===== src/rtl/muxbus_pkg.sv =====
package muxbus_pkg;
  typedef enum logic [1:0] {
    PH_IDLE = 2'd0,
    PH_ADDR = 2'd1,
    PH_DATA = 2'd2
  } phase_e;
endpackage


===== src/rtl/muxbus_seq.sv =====
module muxbus_seq
  import muxbus_pkg::*;
#(
  parameter int BUS_W  = 16,
  parameter int ADDR_W = 24,
  parameter int PH_W   = 4
) (
  input  logic              clk,
  input  logic              rst_n,
  input  logic              req_valid,
  input  logic              req_write,
  input  logic              req_wide,
  input  logic [ADDR_W-1:0] req_addr,
  input  logic [BUS_W-1:0]  req_wdata,
  input  logic [PH_W-1:0]   addr_len,
  input  logic [PH_W-1:0]   data_len,
  input  logic              port_off,
  input  logic [BUS_W-1:0]  ad_in,
  output phase_e            phase,
  output logic              cur_write,
  output logic              cur_wide,
  output logic [ADDR_W-1:0] cur_addr,
  output logic [BUS_W-1:0]  cur_wdata,
  output logic              req_err,
  output logic              rd_valid,
  output logic [BUS_W-1:0]  rd_data
);
  localparam int LANE_W = BUS_W / 2;

  phase_e          state_q, state_d;
  logic [PH_W-1:0] cnt_q, cnt_d;
  logic            load_req, err_d, cap_d;
  logic [BUS_W-1:0] cap_val;

  function automatic logic [PH_W-1:0] span_m1(input logic [PH_W-1:0] len);
    return (len == '0) ? '0 : len - 1'b1;
  endfunction

  always_comb begin
    state_d  = state_q;
    cnt_d    = cnt_q;
    load_req = 1'b0;
    err_d    = 1'b0;
    cap_d    = 1'b0;
    case (state_q)
      PH_IDLE: begin
        if (req_valid) begin
          if (port_off) begin
            err_d = 1'b1;
          end else begin
            state_d  = PH_ADDR;
            load_req = 1'b1;
            cnt_d    = span_m1(addr_len);
          end
        end
      end
      PH_ADDR: begin
        if (port_off) begin
          state_d = PH_IDLE;
        end else if (cnt_q == '0) begin
          state_d = PH_DATA;
          cnt_d   = span_m1(data_len);
        end else begin
          cnt_d = cnt_q - 1'b1;
        end
      end
      PH_DATA: begin
        if (port_off) begin
          state_d = PH_IDLE;
        end else if (cnt_q == '0) begin
          state_d = PH_IDLE;
          cap_d   = ~cur_write;
        end else begin
          cnt_d = cnt_q - 1'b1;
        end
      end
      default: state_d = PH_IDLE;
    endcase
  end

  assign cap_val = cur_wide ? ad_in : {{LANE_W{1'b0}}, ad_in[LANE_W-1:0]};

  always_ff @(posedge clk or negedge rst_n) begin
    if (!rst_n) begin
      state_q  <= PH_IDLE;
      cnt_q    <= '0;
      req_err  <= 1'b0;
      rd_valid <= 1'b0;
    end else begin
      state_q  <= state_d;
      cnt_q    <= cnt_d;
      req_err  <= err_d;
      rd_valid <= cap_d;
    end
  end

  always_ff @(posedge clk or negedge rst_n) begin
    if (!rst_n) begin
      cur_write <= 1'b0;
      cur_wide  <= 1'b0;
      cur_addr  <= '0;
      cur_wdata <= '0;
    end else if (load_req) begin
      cur_write <= req_write;
      cur_wide  <= req_wide;
      cur_addr  <= req_addr;
      cur_wdata <= req_wdata;
    end
  end

  always_ff @(posedge clk or negedge rst_n) begin
    if (!rst_n) begin
      rd_data <= '0;
    end else if (cap_d) begin
      rd_data <= cap_val;
    end
  end

  assign phase = state_q;
endmodule


===== src/rtl/muxbus_lane_mux.sv =====
module muxbus_lane_mux
  import muxbus_pkg::*;
#(
  parameter int BUS_W  = 16,
  parameter int ADDR_W = 24
) (
  input  phase_e            phase,
  input  logic              cur_write,
  input  logic              cur_wide,
  input  logic [ADDR_W-1:0] cur_addr,
  input  logic [BUS_W-1:0]  cur_wdata,
  output logic [BUS_W-1:0]  port_out,
  output logic [BUS_W-1:0]  port_oe
);
  localparam int LANE_W = BUS_W / 2;

  logic [LANE_W-1:0] a_hi, a_mid, a_lo;

  assign a_hi  = cur_addr[3*LANE_W-1:2*LANE_W];
  assign a_mid = cur_addr[2*LANE_W-1:LANE_W];
  assign a_lo  = cur_addr[LANE_W-1:0];

  always_comb begin
    port_out = '0;
    port_oe  = '0;
    case (phase)
      PH_ADDR: begin
        port_oe  = '1;
        port_out = cur_wide ? {a_mid, a_lo} : {a_hi, a_mid};
      end
      PH_DATA: begin
        if (cur_wide) begin
          port_out = cur_write ? cur_wdata : '0;
          port_oe  = cur_write ? '1 : '0;
        end else begin
          port_out = {a_lo, cur_write ? cur_wdata[LANE_W-1:0] : {LANE_W{1'b0}}};
          port_oe  = {{LANE_W{1'b1}}, {LANE_W{cur_write}}};
        end
      end
      default: begin
        port_out = '0;
        port_oe  = '0;
      end
    endcase
  end
endmodule


===== src/rtl/muxbus_pin_arb.sv =====
module muxbus_pin_arb #(
  parameter int BUS_W  = 16,
  parameter int GRP_N  = 4
) (
  input  logic              port_off,
  input  logic [GRP_N-1:0]  flag_grp_en,
  input  logic [BUS_W-1:0]  port_out,
  input  logic [BUS_W-1:0]  port_oe,
  input  logic [BUS_W-1:0]  flag_out,
  input  logic [BUS_W-1:0]  flag_dir,
  input  logic [BUS_W-1:0]  ad_in,
  output logic [BUS_W-1:0]  ad_out,
  output logic [BUS_W-1:0]  ad_oe,
  output logic [BUS_W-1:0]  flag_in
);
  localparam int LANE_W  = BUS_W / 2;
  localparam int GRP_SZ  = BUS_W / GRP_N;

  for (genvar p = 0; p < BUS_W; p++) begin : g_pin
    localparam int FLG = (p + LANE_W) % BUS_W;
    localparam int GRP = FLG / GRP_SZ;
    logic handed;
    assign handed     = port_off & flag_grp_en[GRP];
    assign ad_oe[p]   = port_off ? (handed & flag_dir[FLG]) : port_oe[p];
    assign ad_out[p]  = port_off ? (handed & flag_dir[FLG] & flag_out[FLG]) : port_out[p];
    assign flag_in[FLG] = ad_in[p];
  end
endmodule


===== src/rtl/muxbus_ctrl.sv =====
module muxbus_ctrl
  import muxbus_pkg::*;
#(
  parameter int BUS_W  = 16,
  parameter int ADDR_W = 24,
  parameter int PH_W   = 4,
  parameter int GRP_N  = 4
) (
  input  logic              clk,
  input  logic              rst_n,
  input  logic              req_valid,
  input  logic              req_write,
  input  logic              req_wide,
  input  logic [ADDR_W-1:0] req_addr,
  input  logic [BUS_W-1:0]  req_wdata,
  input  logic [PH_W-1:0]   addr_len,
  input  logic [PH_W-1:0]   data_len,
  input  logic              port_off,
  input  logic [GRP_N-1:0]  flag_grp_en,
  input  logic [BUS_W-1:0]  flag_out,
  input  logic [BUS_W-1:0]  flag_dir,
  output logic [BUS_W-1:0]  flag_in,
  output logic              busy,
  output logic              ale,
  output logic              req_err,
  output logic              rd_valid,
  output logic [BUS_W-1:0]  rd_data,
  input  logic [BUS_W-1:0]  ad_in,
  output logic [BUS_W-1:0]  ad_out,
  output logic [BUS_W-1:0]  ad_oe
);
  phase_e            phase;
  logic              cur_write, cur_wide;
  logic [ADDR_W-1:0] cur_addr;
  logic [BUS_W-1:0]  cur_wdata;
  logic [BUS_W-1:0]  port_out, port_oe;

  muxbus_seq #(.BUS_W(BUS_W), .ADDR_W(ADDR_W), .PH_W(PH_W)) u_seq (
    .clk(clk), .rst_n(rst_n), .req_valid(req_valid), .req_write(req_write),
    .req_wide(req_wide), .req_addr(req_addr), .req_wdata(req_wdata),
    .addr_len(addr_len), .data_len(data_len), .port_off(port_off),
    .ad_in(ad_in), .phase(phase), .cur_write(cur_write), .cur_wide(cur_wide),
    .cur_addr(cur_addr), .cur_wdata(cur_wdata), .req_err(req_err),
    .rd_valid(rd_valid), .rd_data(rd_data)
  );

  muxbus_lane_mux #(.BUS_W(BUS_W), .ADDR_W(ADDR_W)) u_mux (
    .phase(phase), .cur_write(cur_write), .cur_wide(cur_wide),
    .cur_addr(cur_addr), .cur_wdata(cur_wdata),
    .port_out(port_out), .port_oe(port_oe)
  );

  muxbus_pin_arb #(.BUS_W(BUS_W), .GRP_N(GRP_N)) u_arb (
    .port_off(port_off), .flag_grp_en(flag_grp_en), .port_out(port_out),
    .port_oe(port_oe), .flag_out(flag_out), .flag_dir(flag_dir),
    .ad_in(ad_in), .ad_out(ad_out), .ad_oe(ad_oe), .flag_in(flag_in)
  );

  assign busy = (phase != PH_IDLE);
  assign ale  = (phase == PH_ADDR);
endmodule


===== config.mk =====
export PLATFORM = sky130hd
export DESIGN_NAME = muxbus_ctrl
export DESIGN_NICKNAME = d
export VERILOG_FILES = /design/src/rtl/muxbus_pkg.sv /design/src/rtl/muxbus_seq.sv /design/src/rtl/muxbus_lane_mux.sv /design/src/rtl/muxbus_pin_arb.sv /design/src/rtl/muxbus_ctrl.sv
export SDC_FILE = /design/constraint.sdc
export NUM_CORES = 1
export LEC_CHECK = 0
export ABC_AREA = 1
export ABC_CLOCK_PERIOD_IN_PS = 5000
export BUFFER_PORTS_ARGS = -buffer_cell sky130_fd_sc_hd__buf_2
export CAP_MARGIN = 40
export CORE_UTILIZATION = 52
export DETAILED_ROUTE_END_ITERATION = 7
export PLACE_DENSITY = 0.86
export RECOVER_POWER = 25
export SKIP_LAST_GASP = 1
export SLEW_MARGIN = 30
export SYNTH_ARGS = -nofsm -noshare
export SYNTH_HDL_FRONTEND = slang
export SYNTH_SLANG_ARGS = --single-unit

===== constraint.sdc =====
create_clock -name clk -period 5 [get_ports clk]
set_clock_uncertainty 0.15 [all_clocks]
set_input_delay 1 -clock clk [delete_from_list [all_inputs] [get_ports clk]]
set_output_delay 1 -clock clk [all_outputs]
set_load 0.01 [all_outputs]

# Word-level counts from Yosys, hierarchy flattened
# Cells that the tools add are included.
# word_totals
register_bits,66
elab_cells,132
# op_classes
addsub,3
eq_ne,9
n_mux,66
bitwise,37
n_reduce_logical,8
# ops
cell,n
$mux 16,6
$pmux 16 s2,2
$mux 1,41
$and 1x1->1,36
$mux 4,8
$logic_not 4->1,3
$mux 2,6
$pmux 4 s3,1
$sub 4x1->4 const B,3
$ne 2x2->1 const B,5
$mux 8,1
$pmux 2 s3,1
$reduce_and 6->1,1
$reduce_and 4->1,1
$ne 3x2->1 const B,1
$ne 3x3->1 const B,1
$reduce_bool 3->1,1
$eq 2x1->1 const B,1
$eq 2x2->1 const B,1
$logic_not 2->1,1
$reduce_bool 2->1,1
$not 1->1,1

# Depth between registers and ports, before layout
# Gate-level depths: netlist (run 1).
# depth
word_depth,5
ltp_mapped,10

# Cells and area by module
# From an unflattened synthesis (run 1), not the netlist that was laid out.
# hier_totals
hier_cells,564
area_unflattened_um2,4579.4
# modules_own_cells
mod,instances,cells_per_inst,area_per_inst_um2,seq_area_each_um2
muxbus_seq,1,272,3128.0,1651.6
muxbus_lane_mux,1,164,798.3,0.0
muxbus_pin_arb,1,124,635.6,0.0
muxbus_ctrl,1,4,17.5,0.0

# Worst setup path before layout (run 1)
# Ideal clock, no wire load.
# synth_timing
kind,in2out
startpoint,input port port_off
endpoint,output port ad_oe[10]
t_arrival_ps,1716
required_time_ps,3850
slack_ps,2134
stages,6
n_path_buf,1
cell_sequence,buf_6 nor2_4 inv_2 a21oi_2 a31oi_2 nand2_1
# synth_between
elab_chain_cells,3
# synth_lines
item,line,source
from (decl),muxbus_ctrl.sv:18,"input logic port_off,"
$and 1x1->1,muxbus_pin_arb.sv:23,assign handed = port_off & flag_grp_en[GRP];
$and 1x1->1,muxbus_pin_arb.sv:24,assign ad_oe[p] = port_off ? (handed & flag_dir[FLG]) : port_oe[p];
$mux 1 (*),muxbus_pin_arb.sv:24,
to (decl),muxbus_ctrl.sv:30,output logic [BUS_W-1:0] ad_oe
# Mark *: on every way between the ends. The rest lies on a longest branch, timed or not.

# Final worst setup path (run 1)
# layout_timing
startpoint,input port port_off
endpoint,output port ad_oe[15]
# Same word-level chain as after synthesis.

==> summary.txt, run 1 <==
Status - completed
Top_reg_cell synth - dfrtp_1
# IOs - 174
Initial antenna violation count - 0
Cell Area, Placed - 4766 um^2
Initial Utilization - 54.58%
Worst-path cell chain - clkbuf_1 -> nor2_4 -> inv_2 -> a21oi_2 -> a31oi_2 -> nand2_1 -> buf_2
Post-synthesis average cell area - 8.398 um^2
Vias/cell - 5.234
Maximum capacitance violations - 0
Clk slew on worst S/H paths - 0.06 ns
WP data required - 3.85 ns
Vias in the first global route - 3,626
WS Path Type - in -> out
Synth Register Bits - 66
Kind of cell adding the most delay to the critical path - buffers and inverters
Tot GR Track Use - 26.80%
Sequential fraction of the synthesis area - 41.06%
ANT nets after route - 0
Skew-Pair Late Insertion Delay - 0.33 ns
Synth unique cells - 31
Clk sinks - 66
Num CTS Buffers - 9
Async SR Flop Fraction - 100.0%
Drt total wl - 10,620 um
Largest net degree at the start of global routing - 52
PwrDens - 550.5 nW/um^2
Filler cells - 614
WL met1 - 4483 um
Lkg Pwr - 2.872 nW
Die area - 8092 um^2
Routability cong. - 0.8853
Final TNS setup - 0 ns
Die Wd - 89.96 um
Max Fclk - 258.3 MHz
Dominant cells by area after synthesis - dfrtp_1 41%, nand2_1 13%, mux2_4 12%, o21ai_0 4.6%, nand3_1 4.1%
Most frequent cell after synthesis - nand2_1
WL/cell - 14.43 um
Root buffer cell - clkbuf_8
CP endpoint kind - primary output
Layout overhead on the synthesized area - 23.23%
Hold-fix buffers at CTS - 0
Core Footprint - 7370 um^2
Hold Vio Cnt, Final - 0
DP HPWL - 7870 um
Post-cts sizing count - 0
Synth top cells by count - 140 x nand2_1, 66 x dfrtp_1, 40 x nor2_1
Synth top area share - 41.06%
Slew headroom - 24.08%
Maximum clock path buffer count - 2
EDFF count, synth - 0
Setup-failing EPs final - 0
Max H-tree Level - 3
Largest stage delay, worst path - 0.63 ns
Die height - 89.96 um
CP Max Fanout - 18
Routed vias - 3,852
Pwr Total - 2.729 mW
CP max stage cell - clkbuf_1
Post-CTS setup buffer count - 0
Period minus WS final - 3.872 ns
CTS tree - yes
Layout net count - 745
Initial DRC Count - 254
Post-Syn Nets - 592
FP Rows - 31
DR WL met2 - 5224 um
Area of the multi-input gates - 1942 um^2
DRT Pass-1 Iters - 5
Slew @ Worst Pin - 1.139 ns
# diodes - 0
Grt ovf - 0
Max VDD drop - 0.2718 mV
# port buffers - 173
First-pass GRT wire length - 17,390 um
Final instance area - 4957 um^2
Tcrit/Tclk final - 77.43%
Unrepaired setup endpoints after global routing - no
Synth area leader - dfrtp_1
Ys Warns - 0
Syn Std Cell Area - 4023 um^2
CP Launch Type - input port
Max Slew Vio Count - 0
Hold Crit Class - reg -> reg
DRC viols - 0
CP bufs+invs - 3
Syn Inst Count - 479
Highest metal used - met4
Share of post-route cells with drive strength above 1 - 38.30%
Met3 wire length - 716 um
Storage cell area - 1652 um^2
CP arrival - 2.72 ns
-- per-layer routing --
metal,vias to the layer above,global-route usage [%]
li1,1854,-
met1,1800,34.38
met2,180,45.83
met3,18,5.161
met4,0,8.468
met5,-,0
-- cell type report --
| cell class | instances | area share (%) |
|---|---|---|
| tap | 99 | 2.499 |
| inverter | 43 | 3.281 |
| timing repair buffer | 176 | 18.27 |
| multi-input combinational | 336 | 39.17 |
| sequential | 66 | 33.32 |
| clock inverter | 5 | 0.6058 |
| clock buffer | 11 | 2.852 |
-- per-stage QoR --
| stage | util [%] | cells | setup slack (ns) | hold WS [ns] |
|---|---|---|---|---|
| 6_report | 67.27 | 736 | 1.128 | 0.3275 |
| 5_1_grt | 67.27 | 736 | 0.9218 | 0.3534 |
| 4_1_cts | 66.99 | 734 | 1.353 | 0.3322 |
| 3_5_place_dp | 64.67 | 718 | 1.537 | 0.3151 |
| 3_3_place_gp | 64.67 | 718 | 1.595 | 0.3084 |
| 2_1_floorplan | - | 479 | 2.134 | 0.2991 |
-- worst min-delay path: cells and delay by family (launching register included) --
family,cells,cell delay (ns)
flops,1,0.34
simple gates,2,0.11
-- power by group --
group          internal (mW)  switching, mW  total (mW)
Sequential             0.778          0.169       0.947
Combinational          0.604          0.783        1.39
Clock                  0.191          0.204       0.395
Total                   1.57           1.16        2.73
-- layout by cell type, fill, tap and decap left out, types with 2 or more instances in the layout --
cell type	n
xor2_1	2
nor3_1	2
o21ai_2	8
nand2_2	2
clkbuf_1	3
mux2_4	32
nor2_1	40
a21oi_1	13
buf_2	171
nand3_1	34
clkinv_2	4
clkinvlp_4	2
ha_1	7
inv_2	7
inv_1	35
o211ai_1	3
nand2_1	140
dfrtp_1	66
clkbuf_8	10
o221ai_1	8
o21ai_0	37
-- sequential cells by signal (all words and copies together) (netlist names) --
signal	flops
u_seq.cur_addr	24
u_seq.cur_wdata	16
u_seq.rd_data	16
u_seq.cnt_q	4
u_seq.phase	2
u_seq.cur_wide	1
u_seq.cur_write	1
u_seq.rd_valid	1
u_seq.req_err	1
-- kinds of logic (layout without fill, tap and decap cells) --
group | after synthesis | count (layout) | share of synthesized area, %
compound gates | 73 | 73 | 11.10
xor+xnor | 2 | 2 | 0.4355
fa+ha+maj | 7 | 7 | 2.177
buf+inv | 77 | 235 | 10.36
flops | 66 | 66 | 41.06
mux | 33 | 33 | 12.22
simple gates | 221 | 221 | 22.64
-- path summary, 6_finish.rpt --
check / start / cells after the start / slack (ns) / end
setup / recovery: port_off / 7 / 1.13 / ad_oe[15]
hold reg to reg: u_seq.rd_data[2] / 2 / 0.33 / u_seq.rd_data[2]
setup reg to reg: u_seq.phase[0] / 8 / 2.50 / u_seq.rd_data[3]
max in group asynchronous: rst_n / 2 / 2.79 / u_seq.rd_data[14]
min in group asynchronous: rst_n / 1 / 0.71 / u_seq.cur_wdata[12]
hold / removal: u_seq.rd_data[2] / 2 / 0.33 / u_seq.rd_data[2]
No activity file was read; power rests on OpenSTA's default activity.
==> inputs of run 2 (changes only) <==
Settings changed: ABC_AREA 1 to 0, ABC_CLOCK_PERIOD_IN_PS 5000 to 4000, CORE_UTILIZATION 52 to 47, PLACE_DENSITY 0.86 to 0.8.
Clock period 5 ns to 4 ns, I/O delays scaled along.
==> run 2 against run 1 <==
  * Global-route usage decreased by 1.5 points
  * First-iteration DRC count shrank 19%
  * Critical path depth grew 3
  * Sequential power increased by 25%
  * Clock-buffer cell count decreased by 2
  * Die area rose by 3.0%
  * Worst hold slack got worse by 0.15 ns
  * Sequential share of layout area increased by 1.2 points
  * Power increased by 13%
  * Cell count is 12% lower
  * Critical endpoint is now ad_oe[10]
==> summary.txt, run 2 <==
Status - completed
WP data required - 3.05 ns
Post-synthesis average cell area - 9.686 um^2
Hold Vio Cnt, Final - 0
First-pass GRT wire length - 16,660 um
Die area - 8337 um^2
Synth Register Bits - 66
ANT nets after route - 0
Clk slew on worst S/H paths - 0.08 ns
Largest Register - u_seq.cur_addr
Max Slew Vio Count - 0
Routed vias - 3,517
Hold-fix buffers at CTS - 0
PwrDens - 640.9 nW/um^2
CP Launch Type - flop
Max VDD drop - 0.3472 mV
Post-CTS setup buffer count - 0
Core Footprint - 7727 um^2
Vias/cell - 5.411
Xor/xnor share of the synthesized area - 0.4673%
Synth top cells by count - 69 x nand2_1, 66 x dfrtp_1, 43 x mux2_2
Grt ovf - 0
CP arrival - 2.58 ns
Largest family of logic cells by synthesized area - compound AO/OA/AOI/OAI gates
Worst reg2reg setup slack - 1.57 ns
Synth area leader - dfrtp_1
Initial Utilization - 48.51%
Post-Syn Nets - 500
Dominant cells by area after synthesis - dfrtp_1 44%, mux2_2 13%, nand2_1 6.9%, a22oi_1 3.4%, buf_4 3.2%
# port buffers - 173
Syn Inst Count - 387
Drt total wl - 10,310 um
Top_reg_cell synth - dfrtp_1
Post-synthesis simple-gate area fraction - 15.02%
DRT Pass-1 Iters - 4
Biggest regs - u_seq.cur_addr: 24 flops, u_seq.cur_wdata: 16 flops, u_seq.rd_data: 16 flops
Async SR Flop Fraction - 100.0%
Layout Cells excl Fill - 650
Largest net degree at the start of global routing - 61
Skew-Pair Late Insertion Delay - 0.34 ns
Unrepaired setup endpoints after global routing - no
# IOs - 174
Vias in the first global route - 3,447
EDFF count, synth - 0
Syn Std Cell Area - 3749 um^2
Root buffer cell - clkbuf_8
FP Rows - 32
Post-cts sizing count - 0
DP HPWL - 7661 um
Initial antenna violation count - 0
Ys Warns - 0
Slew headroom - 17.09%
Max Fclk - 283.6 MHz
Period minus WS final - 3.526 ns
Layout net count - 656
Post-synthesis compound-gate area fraction - 15.55%
Synth unique cells - 44
CP endpoint kind - primary output
Hold Crit Class - in -> async
Post-synthesis adder-cell area fraction - 2.336%
Leading cell types in the layout, fill and taps excluded - 172 x buf_2, 69 x nand2_1, 66 x dfrtp_1
Mux cell area share after synthesis - 15.02%
Clk sinks - 66
Sequential fraction of the synthesis area - 44.06%
Most frequent cell after synthesis - nand2_1
Max FFs per register - 24
Pwr Total - 3.070 mW
Tcrit/Tclk final - 88.16%
Maximum clock path buffer count - 2
Setup-failing EPs final - 0
Share of post-route cells with drive strength above 1 - 45.26%
WL/cell - 15.85 um
DRC viols - 0
Start of the worst register-to-register path - u_seq.cnt_q[0]
CTS tree - yes
Num CTS Buffers - 9
Slew @ Worst Pin - 1.244 ns
Lkg Pwr - 2.501 nW
Layout overhead on the synthesized area - 27.80%
# diodes - 0
WS Path Type - reg -> out
Maximum capacitance violations - 0
Routability cong. - 0.8318
Tot GR Track Use - 25.34%
Synth top area share - 44.06%
Reg2reg end - u_seq.rd_data[3]
Most common cell after layout, fill and taps aside - buf_2
Initial DRC Count - 207
Inst Count DP - 632
Die Wd - 91.31 um
Final TNS setup - 0 ns
Depth of the most critical reg-to-reg path - 8
Max H-tree Level - 3
Die height - 91.31 um
CP Max Fanout - 16
[run 2: metal layers]
metal	up-vias	track usage [%]	part of all wire [%]
met4	0	7.143	1.5
met3	16	6.198	6.5
met5	-	0	0
met2	153	41.60	49
li1	1667	-	-
met1	1681	33.39	43
[run 2: worst max-delay path, cell delays in order, from the launching register on]
cell	delay [ns]
dfrtp_1	0.39
inv_1	0.08
ha_1	0.32
and2_1	0.20
buf_4	0.20
o21bai_2	0.38
inv_2	0.05
nor2_1	0.18
buf_4	0.21
nand2_1	0.08
buf_2	0.15
[run 2: worst max-delay path by stage]
stage / startpoint / end / slack, ns / cells past startpoint
floorplan: u_seq.phase[1] / ad_oe[10] / 1.28 / 9
global placement: port_off / ad_oe[10] / 0.91 / 8
detailed placement: port_off / ad_oe[10] / 0.79 / 8
CTS: u_seq.phase[0] / ad_oe[10] / 0.49 / 10
global route: u_seq.phase[0] / ad_oe[10] / 0.35 / 10
finish: u_seq.phase[0] / ad_oe[10] / 0.47 / 10
[run 2: through the flow]
stage               hold slack, ns  cell area, um^2  util [%]  setup WS (ns)
floorplan                   0.3145             3749         -          1.285
CTS                         0.1152             4780     61.85         0.4867
global route                0.1906             4791     62.00         0.3517
global placement            0.3063             4596     59.47         0.9124
finish                      0.1731             4791     62.00         0.4735
detailed placement          0.3107             4596     59.47         0.7851
[run 2: power breakdown]
part           total [mW]  leakage (nW)  switching [mW]  internal (mW)
combinational        1.36          1.60           0.714          0.649
clock               0.526        0.0848           0.291          0.235
sequential           1.18         0.820           0.217          0.965
total                3.07          2.50            1.22           1.85
[run 2: logic make-up after synthesis]
family / Yosys count
and+or+nand+nor: 120
AOI/OAI and AO/OA: 85
adders and majority gates: 7
DFF: 66
xor gates and xnor gates: 2
muxes: 50
buffers and inverters: 57
[run 2: area by class of cell]
cell class	instances	area, um^2
clock buffer	9	123.9
clock inverter	7	60.06
fill	666	2937
inverter	19	71.32
tap	102	127.6
timing repair buffer	183	937.1
sequential	66	1652
multi-input combinational	264	1819
==> inputs of run 3 (changes only) <==
Settings changed: CORE_UTILIZATION 47 to 49, PLACE_DENSITY 0.8 to 0.81, SYNTH_HIERARCHICAL from default to 1.
==> run 3 against run 2 <==
  * The flow now finishes with violations (max-capacitance violations, max-slew violations)
  * Combinational power up 9.6%
  * Flip-flop and latch count is the same
  * Power increased by 6.3%
  * Routed wire length fell by 0.38%
  * Global-route usage is 2.6 points lower
  * Clock power up 4.4%
  * Critical path type unchanged
==> summary.txt, run 3 <==
CP arrival - 2.56 ns
Die Wd - 95.38 um
Syn Inst Count - 435
Drt total wl - 10,270 um
Core Footprint - 8341 um^2
Reg2reg end - u_seq/cnt_q[0]
Layout net count - 680
Tcrit/Tclk final - 87.78%
Status - complete, but fails checks
CTS tree - yes
CP endpoint kind - primary output
Clk sinks - 66
Clk slew on worst S/H paths - 0.08 ns
Hold-fix buffers at CTS - 0
Num CTS Buffers - 9
Lkg Pwr - 2.445 nW
Sw frac - 38.50%
Hold Vio Cnt, Final - 0
Sequential fraction of the synthesis area - 38.65%
P_int - 2.008 mW
Routability cong. - 0.8437
Hold WS - 0.3373 ns
Routed vias - 3,652
Most frequent cell after synthesis - dfrtp_1
WP data required - 3.05 ns
EDFF count, synth - 0
Mux cell area share after synthesis - 16.40%
Layout overhead on the synthesized area - 19.00%
Max VDD drop - 0.2839 mV
WL/cell - 15.21 um
Post-Syn Nets - 550
Synth top area share - 38.65%
CP Max Fanout - 16
Depth of the most critical reg-to-reg path - 6
ANT nets after route - 0
DRT Pass-1 Iters - 4
Unrepaired setup endpoints after global routing - no
FP Rows - 33
Leading cell types in the layout, fill and taps excluded - 171 x buf_2, 66 x dfrtp_1, 52 x mux2_2
Hold_sp - u_seq/rd_data[12]
First-pass GRT wire length - 15,500 um
Initial Utilization - 51.23%
Syn Std Cell Area - 4273 um^2
Root buffer cell - clkbuf_8
Largest Register - u_seq/cur_addr
Max H-tree Level - 3
Dominant cells by area after synthesis - dfrtp_1 39%, mux2_2 14%, buf_4 6.0%, o21ai_1 3.9%, inv_1 3.8%
Top_reg_cell synth - dfrtp_1
Reg power frac - 37.4%
Skew-Pair Late Insertion Delay - 0.34 ns
Max Fclk - 284.8 MHz
Initial antenna violation count - 0
Worst Hold Depth - 2
Hold Crit Class - reg -> reg
Async SR Flop Fraction - 100.0%
Final TNS setup - 0 ns
Synth area leader - dfrtp_1
# diodes - 0
Xor/xnor share of the synthesized area - 0.6149%
# port buffers - 173
# IOs - 174
Maximum clock path buffer count - 2
Sw power - 1.257 mW
Die height - 95.38 um
Share of post-route cells with drive strength above 1 - 47.19%
Fin util - 60.97%
Post-CTS setup buffer count - 0
Period minus WS final - 3.511 ns
Start of the worst register-to-register path - u_seq/phase[0]
Vias/cell - 5.410
Clock power frac - 16.8%
Hold Path Sink - u_seq/rd_data[12]
Synth unique cells - 57
Post-cts sizing count - 0
Setup-failing EPs final - 0
Synth Register Bits - 66
Initial DRC Count - 184
Post-synthesis compound-gate area fraction - 14.17%
Gate power share - 45.8%
Largest family of logic cells by synthesized area - multiplexers
Tot GR Track Use - 22.71%
Vias in the first global route - 3,441
Synth top cells by count - 66 x dfrtp_1, 52 x mux2_2, 43 x inv_1
Post-synthesis adder-cell area fraction - 2.635%
Biggest regs - u_seq/cur_addr: 24 flops, u_seq/cur_wdata: 16 flops, u_seq/rd_data: 16 flops
Worst reg2reg setup slack - 1.69 ns
CP Launch Type - flop
Maximum capacitance violations - 1
PwrDens - 642.0 nW/um^2
Max Slew Vio Count - 30
Failing checks - max-capacitance violations, max-slew violations
Largest net degree at the start of global routing - 43
Most common cell after layout, fill and taps aside - buf_2
Grt ovf - 0
CP startpoint - u_seq/phase[1]
Ys Warns - 6
WS Path Type - reg -> out
Slew @ Worst Pin - 1.568 ns
Slew headroom - -4.529%
Max FFs per register - 24
Post-synthesis simple-gate area fraction - 13.62%
Post-synthesis average cell area - 9.823 um^2
DP HPWL - 7842 um
Die area - 9097 um^2
DRC viols - 0
## run 3: logic make-up after synthesis
logic type,after synthesis
buffers and inverters,102
and+or+nand+nor,102
AOI/OAI and AO/OA,93
DFF,66
muxes,60
adders and majority gates,9
xor gates and xnor gates,3
## run 3: final cells by class
cell class,count,area [um^2]
repair buffers,178,918.4
flip-flops and latches,66,1652
clock buffers,10,127.6
multi-input cells,267,2027
clock inverters,6,67.56
well taps,105,131.4
fillers,717,3256
inverters,43,161.4
## run 3: worst max path at each step
stage                end  slack, ns  cells after the start
4_1_cts         ad_oe[3]       0.49                      8
6_report        ad_oe[3]       0.49                      8
2_1_floorplan  ad_oe[10]       1.27                      8
5_1_grt         ad_oe[3]       0.24                      8
3_5_place_dp    ad_oe[3]       0.86                      8
3_3_place_gp    ad_oe[3]       0.94                      8
## run 3: power by group through the flow
| stage | logic, mW | registers, mW | clock network, mW |
|---|---|---|---|
| floorplan | 1.22 | 1.16 | 0 |
| global placement | 1.44 | 1.21 | 0 |
| CTS | 1.49 | 1.22 | 0.566 |
| finish | 1.49 | 1.22 | 0.549 |
| detailed placement | 1.49 | 1.23 | 0 |
| global route | 1.64 | 1.26 | 0.594 |
## run 3: critical path: stages, from the launching register on
cell     delay (ns)
dfrtp_1        0.44
inv_1          0.08
ha_1           0.56
buf_4          0.31
nor2_1         0.07
nor2_1         0.38
inv_1          0.09
o21ai_1        0.14
buf_2          0.16
## run 3: layer usage
metal  vias up  track usage (%)  wire length (um)
met4         0            7.214               177
met3        12            5.183               836
met2       166            44.46              5385
met1      1715            23.59              3867
met5         -                0                 0
li1       1759                -                 -
## run 3: stage by stage
| step | setup slack [ns] | total power [mW] | instances | cell area, um^2 |
|---|---|---|---|---|
| after floorplan | 1.267 | 2.378 | 435 | 4273 |
| after global placement | 0.9414 | 2.648 | 658 | 4867 |
| after detailed placement | 0.8649 | 2.715 | 659 | 4895 |
| after CTS | 0.4900 | 3.277 | 675 | 5090 |
| after global routing | 0.2364 | 3.489 | 675 | 5085 |
| final | 0.4886 | 3.264 | 675 | 5085 |
